$ cat src/rtl/mtx_pkg.sv
// Package mtx_pkg
// Shared defaults for the lock manager: task count and priority width.
// Assumes every module takes these as parameter defaults only.
package mtx_pkg;
    parameter int unsigned DEF_TASKS  = 8;
    parameter int unsigned DEF_PRIO_W = 4;
endpackage

$ cat src/rtl/mtx_pick.sv
// Module mtx_pick
// Combinational selector: from a mask of candidate tasks, returns the one
// with the largest priority (lowest index on a tie) and that priority.
// Assumes prio_i packs task i at bits [i*PRIO_W +: PRIO_W].
module mtx_pick #(
    parameter int unsigned N_TASKS = mtx_pkg::DEF_TASKS,
    parameter int unsigned PRIO_W  = mtx_pkg::DEF_PRIO_W,
    localparam int unsigned IDW    = (N_TASKS > 1) ? $clog2(N_TASKS) : 1
) (
    input  logic [N_TASKS-1:0]        mask_i,
    input  logic [N_TASKS*PRIO_W-1:0] prio_i,
    output logic                      found_o,
    output logic [IDW-1:0]            idx_o,
    output logic [PRIO_W-1:0]         prio_o
);
    // Linear scan; strict compare keeps the lowest index on equal priority.
    always_comb begin
        found_o = 1'b0;
        idx_o   = '0;
        prio_o  = '0;
        for (int i = 0; i < N_TASKS; i++) begin
            if (mask_i[i] && (!found_o || prio_i[i*PRIO_W +: PRIO_W] > prio_o)) begin
                found_o = 1'b1;
                idx_o   = IDW'(i);
                prio_o  = prio_i[i*PRIO_W +: PRIO_W];
            end
        end
    end
endmodule

$ cat src/rtl/mtx_lock_state.sv
// Module mtx_lock_state
// Holds owner, held flag and waiting set, and computes the next state.
// A release from the owner and new acquires in the same cycle are merged
// into one handover. Also yields the next owner and next top waiter
// priority so the priority stage can register them in step.
// Assumes acquire and release are one-cycle pulses per task.
module mtx_lock_state #(
    parameter int unsigned N_TASKS = mtx_pkg::DEF_TASKS,
    parameter int unsigned PRIO_W  = mtx_pkg::DEF_PRIO_W,
    localparam int unsigned IDW    = (N_TASKS > 1) ? $clog2(N_TASKS) : 1
) (
    input  logic                      clk,
    input  logic                      rst_n,
    input  logic [N_TASKS-1:0]        acq_i,
    input  logic [N_TASKS-1:0]        rel_i,
    input  logic [N_TASKS*PRIO_W-1:0] base_prio_i,
    output logic                      held_o,
    output logic [IDW-1:0]            owner_o,
    output logic [N_TASKS-1:0]        wait_o,
    output logic [N_TASKS-1:0]        grant_o,
    output logic                      rel_err_o,
    output logic                      held_n_o,
    output logic [IDW-1:0]            owner_n_o,
    output logic                      wtop_found_n_o,
    output logic [PRIO_W-1:0]         wtop_prio_n_o
);
    logic [N_TASKS-1:0] own_mask;
    logic [N_TASKS-1:0] cand;
    logic [N_TASKS-1:0] wait_n;
    logic [N_TASKS-1:0] grant_n;
    logic               rel_ok;
    logic               pick_found;
    logic [IDW-1:0]     pick_idx;
    logic [PRIO_W-1:0]  pick_prio;
    logic [IDW-1:0]     wtop_idx;

    // One-hot of the owner, empty when the lock is free.
    always_comb begin
        own_mask = '0;
        if (held_o) own_mask[owner_o] = 1'b1;
    end

    assign rel_ok = |(rel_i & own_mask);
    // Owner acquires are dropped; old waiters join fresh requesters.
    assign cand   = wait_o | (acq_i & ~own_mask);

    mtx_pick #(.N_TASKS(N_TASKS), .PRIO_W(PRIO_W)) u_pick_owner (
        .mask_i  (cand),
        .prio_i  (base_prio_i),
        .found_o (pick_found),
        .idx_o   (pick_idx),
        .prio_o  (pick_prio)
    );

    // Next-state decision: keep the owner, or hand over to the best candidate.
    always_comb begin
        held_n_o  = held_o;
        owner_n_o = owner_o;
        wait_n    = cand;
        grant_n   = '0;
        if (!held_o || rel_ok) begin
            held_n_o = pick_found;
            if (pick_found) begin
                owner_n_o         = pick_idx;
                grant_n[pick_idx] = 1'b1;
                wait_n[pick_idx]  = 1'b0;
            end
        end
    end

    mtx_pick #(.N_TASKS(N_TASKS), .PRIO_W(PRIO_W)) u_pick_waiter (
        .mask_i  (wait_n),
        .prio_i  (base_prio_i),
        .found_o (wtop_found_n_o),
        .idx_o   (wtop_idx),
        .prio_o  (wtop_prio_n_o)
    );

    // State registers with synchronous active-low reset.
    always_ff @(posedge clk) begin
        if (!rst_n) begin
            held_o    <= 1'b0;
            owner_o   <= '0;
            wait_o    <= '0;
            grant_o   <= '0;
            rel_err_o <= 1'b0;
        end else begin
            held_o    <= held_n_o;
            owner_o   <= owner_n_o;
            wait_o    <= wait_n;
            grant_o   <= grant_n;
            rel_err_o <= |(rel_i & ~own_mask);
        end
    end

    logic unused_ok;
    assign unused_ok = &{1'b0, pick_prio, wtop_idx};
endmodule

$ cat src/rtl/mtx_eff_prio.sv
// Module mtx_eff_prio
// Registers the effective priority per task: base priority, except that
// the next owner takes the higher of its base and the top waiter priority.
// Assumes next-state owner and waiter data come from mtx_lock_state.
module mtx_eff_prio #(
    parameter int unsigned N_TASKS = mtx_pkg::DEF_TASKS,
    parameter int unsigned PRIO_W  = mtx_pkg::DEF_PRIO_W,
    localparam int unsigned IDW    = (N_TASKS > 1) ? $clog2(N_TASKS) : 1
) (
    input  logic                      clk,
    input  logic                      rst_n,
    input  logic [N_TASKS*PRIO_W-1:0] base_prio_i,
    input  logic                      held_n_i,
    input  logic [IDW-1:0]            owner_n_i,
    input  logic                      wtop_found_n_i,
    input  logic [PRIO_W-1:0]         wtop_prio_n_i,
    output logic [N_TASKS*PRIO_W-1:0] eff_prio_o
);
    for (genvar g = 0; g < N_TASKS; g++) begin : g_task
        logic [PRIO_W-1:0] base;
        logic [PRIO_W-1:0] eff_n;
        logic              is_owner;
        assign base     = base_prio_i[g*PRIO_W +: PRIO_W];
        assign is_owner = held_n_i && (owner_n_i == IDW'(g));

        // Lift the owner to the top waiter priority when that is higher.
        always_comb begin
            eff_n = base;
            if (is_owner && wtop_found_n_i && wtop_prio_n_i > base)
                eff_n = wtop_prio_n_i;
        end

        // Per-task output register.
        always_ff @(posedge clk) begin
            if (!rst_n) eff_prio_o[g*PRIO_W +: PRIO_W] <= '0;
            else        eff_prio_o[g*PRIO_W +: PRIO_W] <= eff_n;
        end
    end
endmodule

$ cat src/rtl/pi_mutex.sv
// Module pi_mutex (top)
// Single-resource lock with priority inheritance for N_TASKS tasks.
// Assumes per-task one-cycle acquire/release pulses and base priorities
// that are stable while they matter; larger priority value is more urgent.
module pi_mutex #(
    parameter int unsigned N_TASKS = mtx_pkg::DEF_TASKS,
    parameter int unsigned PRIO_W  = mtx_pkg::DEF_PRIO_W,
    localparam int unsigned IDW    = (N_TASKS > 1) ? $clog2(N_TASKS) : 1
) (
    input  logic                      clk,
    input  logic                      rst_n,
    input  logic [N_TASKS-1:0]        acq_i,
    input  logic [N_TASKS-1:0]        rel_i,
    input  logic [N_TASKS*PRIO_W-1:0] base_prio_i,
    output logic [N_TASKS-1:0]        grant_o,
    output logic [N_TASKS-1:0]        wait_o,
    output logic                      lock_held_o,
    output logic [IDW-1:0]            owner_id_o,
    output logic [N_TASKS*PRIO_W-1:0] eff_prio_o,
    output logic                      rel_err_o
);
    logic              held_n;
    logic [IDW-1:0]    owner_n;
    logic              wtop_found_n;
    logic [PRIO_W-1:0] wtop_prio_n;

    mtx_lock_state #(.N_TASKS(N_TASKS), .PRIO_W(PRIO_W)) u_state (
        .clk            (clk),
        .rst_n          (rst_n),
        .acq_i          (acq_i),
        .rel_i          (rel_i),
        .base_prio_i    (base_prio_i),
        .held_o         (lock_held_o),
        .owner_o        (owner_id_o),
        .wait_o         (wait_o),
        .grant_o        (grant_o),
        .rel_err_o      (rel_err_o),
        .held_n_o       (held_n),
        .owner_n_o      (owner_n),
        .wtop_found_n_o (wtop_found_n),
        .wtop_prio_n_o  (wtop_prio_n)
    );

    mtx_eff_prio #(.N_TASKS(N_TASKS), .PRIO_W(PRIO_W)) u_eff (
        .clk            (clk),
        .rst_n          (rst_n),
        .base_prio_i    (base_prio_i),
        .held_n_i       (held_n),
        .owner_n_i      (owner_n),
        .wtop_found_n_i (wtop_found_n),
        .wtop_prio_n_i  (wtop_prio_n),
        .eff_prio_o     (eff_prio_o)
    );
endmodule

$ cat config.mk
export PLATFORM = sky130hd
export DESIGN_NAME = pi_mutex
export DESIGN_NICKNAME = d
export VERILOG_FILES = /design/src/rtl/mtx_pkg.sv /design/src/rtl/mtx_pick.sv /design/src/rtl/mtx_lock_state.sv /design/src/rtl/mtx_eff_prio.sv /design/src/rtl/pi_mutex.sv
export SDC_FILE = /design/constraint.sdc
export NUM_CORES = 1
export LEC_CHECK = 0
export ABC_AREA = 1
export BUFFER_PORTS_ARGS = -buffer_cell sky130_fd_sc_hd__buf_4
export CAP_MARGIN = 10
export CORE_MARGIN = 2
export CORE_UTILIZATION = 40
export CTS_CLUSTER_DIAMETER = 40
export DETAILED_ROUTE_END_ITERATION = 8
export GPL_ROUTABILITY_DRIVEN = 1
export PLACE_DENSITY = 0.6
export SLEW_MARGIN = 10
export SYNTH_ARGS = -nofsm -noshare
export SYNTH_HDL_FRONTEND = slang
export SYNTH_HIERARCHICAL = 1
export SYNTH_SLANG_ARGS = --single-unit
$ cat constraint.sdc
create_clock -name clk -period 19.2 [get_ports clk]
set_input_delay 3.84 -clock clk [delete_from_list [all_inputs] [get_ports clk]]
set_output_delay 3.84 -clock clk [all_outputs]
set_load 0.02 [all_outputs]
==> results.json, run 1 <==
{
  "status": "finished, violations left",
  "violations": "setup timing",
  "vias_per_cell": 5.51,
  "n_fill_cell": 783,
  "syn_area_um2": 5790,
  "routedWlPerCell_um": 19.3,
  "slew_violations": 0,
  "antenna_cells": 0,
  "place_congestion": 0.830,
  "clkLatencyLatePin_ns": 0.31,
  "hpwl_um": 13700,
  "wl_um": 29000,
  "grt_max_degree": 34,
  "clock_sinks": 53,
  "drc": 0,
  "portBuffers": 102,
  "end_kind": "register",
  "hold_buffers": 0,
  "die-area_um2": 15500,
  "antenna_found_initial": 0,
  "tightest_slew_ns": 0.786,
  "clk_pin_slew_ns": 0.07,
  "coreArea_um2": 14000,
  "fmax_ghz": 0.0477,
  "period_needed_ns": 20.96,
  "crit_start": "acq_i[0]",
  "grt_usage_pct": 30.1,
  "regArea_um2": 1060,
  "start_util_pct": 41.4,
  "drive_above_1_share_pct": 61.0,
  "arrival_ns": 21.15,
  "max-cap-violations": 0,
  "crit_required_ns": 19.39,
  "final_antenna_net_count": 0,
  "path_common_cell": "nand2_2",
  "min_from": "u_state/wait_o[7]",
  "reg2reg_from": "u_state/held_o",
  "fin_util_pct": 81.0,
  "clockRootBuffer": "clkbuf_16",
  "finish.net_count": 1460,
  "row_count": 43,
  "h-tree-depth": 2,
  "relSlewSlack_pct": 47.6,
  "rsz0062_at_grt": "true",
  "final_cell_mix": "buf_4, nand2_1, inv_1",
  "critPathSlowestCell": "nor4_2",
  "start_kind": "primary input",
  "hold_viol": 0,
  "crit_type": "in2reg",
  "syn2layout_area_growth_pct": 95.7,
  "mostFrequentLayoutCell": "buf_4",
  "syn_nets": 1080,
  "finClkSkew_ns": 0.0157,
  "io_pins": 103,
  "cts_buffers": 5,
  "cp_slowest_stage_delay_ns": 0.31,
  "fin_crit_sh_pct": 109,
  "ys_warn_count": 6,
  "synth.avg_cell_area_um2": 6.15,
  "dieWidth_um": 124,
  "grt_pass1_vias": 7966,
  "grt_pass1_wl_um": 38000,
  "vias": 8279,
  "clockBufferDepth": 2,
  "synth_cells": 942,
  "firstDrtPassIters": 8,
  "multiInputGateArea_um2": 6240,
  "first_iter_violations": 706,
  "die_height_um": 124,
  "overflow": 0,
  "setup-violations-final": 32,
  "setup_ws_ns": -1.76,
  "cts_tree": "done",
  "hold_path.class": "reg2reg",
  "critPathMaxFanout": 8
}
==> through the flow <==
step           setup TNS, ns  hold slack, ns  cells  area (um2)  worst slack (ns)
3_3_place_gp          -47.44           0.666   1335        7670             -1.51
4_1_cts               -10.38           0.691   1480       10400            -0.365
3_5_place_dp          -57.39           0.673   1335        7670             -1.81
6_report              -53.84           0.690   1503       11300             -1.76
5_1_grt               -78.18           0.740   1503       11300             -2.53
2_1_floorplan              0           0.691    942        5790            0.0177
==> final cells by class <==
type,count,area share (%)
Sequential cell,53,9.36
Tap cell,180,1.99
Clock inverter,2,0.342
Timing Repair Buffer,377,26.3
Timing Repair inverter,1,0.0773
Multi-Input combinational cell,721,55.0
Clock buffer,6,1.14
Inverter,163,5.80
==> registers in the layout, indices dropped and copies added (netlist names) <==
register	count
u_eff/eff_prio_o	32
u_state/grant_o	8
u_state/held_o	1
u_state/owner_o	3
u_state/rel_err_o	1
u_state/wait_o	8
==> timing repair <==
| action | 4_1_cts | 5_1_grt |
|---|---|---|
| pin swaps | 140 | 120 |
| setup buffers | 132 | 23 |
| gates cloned | 5 | 0 |
| resized for setup | 312 | 167 |
| endpoints found under the setup margin | 32 | 32 |
==> worst paths after layout <==
kind	slack, ns	depth (start not counted)	end
hold / removal	0.69	4	u_state/wait_o[7]
setup / recovery	-1.76	159	u_eff/eff_prio_o[22]
hold reg to reg	0.69	4	u_state/wait_o[7]
setup reg to reg	1.00	161	u_eff/eff_prio_o[22]
==> metal layers <==
layer | track usage (%) | up-vias | routed length, um
met5 | 0 | - | 0
met4 | 20.6 | 0 | 2500
met3 | 5.33 | 217 | 1750
met2 | 53.7 | 495 | 14500
met1 | 32.3 | 3818 | 10300
li1 | - | 3749 | -
==> critical path, delay by kind of cell <==
family / cells / cell delay, ns
and+or+nand+nor: 97 / 9.11
adders and majority gates: 15 / 3.60
AOI/OAI and AO/OA: 24 / 2.77
buffers and inverters: 23 / 1.79
Power of run 1 is left out: the tool's default activity adds up to more than one toggle a clock period on the data nets, which glitch-free logic cannot reach.
==> inputs of run 2 (changes only) <==
Settings changed: REMOVE_ABC_BUFFERS set to 1.
==> results.json, run 2 (synthesis gave the netlist of run 1 again) <==
{
  "hold_viol": 0,
  "clock_sinks": 53,
  "grt_pass1_wl_um": 33900,
  "rsz0062_at_grt": "true",
  "crit_required_ns": 19.40,
  "vias": 7543,
  "place_congestion": 0.856,
  "drc": 0,
  "tightest_slew_ns": 0.775,
  "violations": "setup timing",
  "crit_type": "in2reg",
  "portBuffers": 102,
  "fmax_ghz": 0.0481,
  "first_iter_violations": 512,
  "start_util_pct": 41.4,
  "multiInputGateArea_um2": 6210,
  "row_count": 43,
  "cts_buffers": 5,
  "reg2reg_slack_ns": 1.24,
  "antenna_cells": 0,
  "io_pins": 103,
  "syn2layout_area_growth_pct": 88.4,
  "die_height_um": 124,
  "final_antenna_net_count": 0,
  "vias_per_cell": 5.20,
  "grt_usage_pct": 26.4,
  "largest_register_ffs": 32,
  "top_register": "u_eff/eff_prio_o",
  "wl_um": 24900,
  "end_kind": "register",
  "start_kind": "primary input",
  "hold_buffers": 0,
  "top_regs": "u_eff/eff_prio_o: 32 flops, u_state/grant_o: 8 flops, u_state/wait_o: 8 flops",
  "cp_slowest_stage_delay_ns": 0.31,
  "dp_slack_ns": -2.27,
  "setup_ws_ns": -1.58,
  "fin_crit_sh_pct": 108,
  "grt_pass1_vias": 7136,
  "drive_above_1_share_pct": 58.0,
  "clkLatencyLatePin_ns": 0.31,
  "max-cap-violations": 0,
  "relSlewSlack_pct": 48.3,
  "firstDrtPassIters": 5,
  "period_needed_ns": 20.78,
  "clockBufferDepth": 2,
  "status": "finished, violations left",
  "clk_pin_slew_ns": 0.08,
  "coreArea_um2": 14000,
  "path_common_cell": "nand2_1",
  "antenna_found_initial": 0,
  "n_fill_cell": 915,
  "setup-violations-final": 32,
  "die-area_um2": 15500,
  "h-tree-depth": 2,
  "hold_path.class": "reg2reg",
  "hpwl_um": 13600,
  "mostFrequentLayoutCell": "buf_4",
  "dieWidth_um": 124,
  "slew_violations": 0,
  "critPathSlowestCell": "ha_1",
  "regArea_um2": 1060,
  "clockRootBuffer": "clkbuf_16",
  "cts_tree": "done",
  "final_cell_mix": "buf_4, nand2_1, inv_1",
  "finish.net_count": 1407,
  "overflow": 0,
  "arrival_ns": 20.98,
  "routedWlPerCell_um": 17.2,
  "grt_max_degree": 34,
  "critPathMaxFanout": 8,
  "finClkSkew_ns": 0.0101
}
run 2: cell types whose count changed in the layout (fill, tap and decap cells not counted), sizes merged:
cell | previous run | this run
buf | 377 | 325
inv | 161 | 160
run 2: layout make-up:
type	count	area share [%]
timing repair buffer	325	23.7
clock inverter	2	0.355
multi-input combinational	721	56.9
inverter	163	6.02
sequential	53	9.72
tap	180	2.06
clock buffer	6	1.18
run 2: through the flow:
stage	instances	utilization, %	TNS (ns)	instance area [um2]	hold WS (ns)
global route	1450	78.0	-75.57	10900	0.737
CTS	1431	70.5	-12.72	9860	0.675
global placement	1344	55.4	-59.80	7750	0.657
finish	1450	78.0	-48.07	10900	0.667
detailed placement	1344	55.4	-71.87	7750	0.660
floorplan	936	-	-3.04	5760	0.691
run 2: repair_timing:
item / CTS / global route
resized for setup: 287 / 175
gates cloned: 5 / 0
pin swaps: 114 / 185
setup buffers: 74 / 19
endpoints found under the setup margin: 32 / 32
run 2: final timing paths:
check | start | to | cells after the start
worst max-delay path | acq_i[0] | u_eff/eff_prio_o[12] | 155
worst min-delay path | u_state/wait_o[7] | u_state/wait_o[7] | 4
worst max register to register | u_state/held_o | u_eff/eff_prio_o[12] | 157
worst min register to register | u_state/wait_o[7] | u_state/wait_o[7] | 4
run 2: routing by layer:
metal	share of wire [%]	track usage, %	vias up
li1	-	-	3648
met5	0	0	-
met2	52	47.0	318
met3	4.8	2.92	103
met1	38	32.1	3474
met4	5.4	10.8	0
run 2: critical path: cells and delay by family:
kind	cells	cell delay [ns]
fa+ha+maj	14	3.31
simple gates	92	8.73
compound gates	22	2.36
buf+inv	27	2.58
Power of run 2 is left out for the same reason.
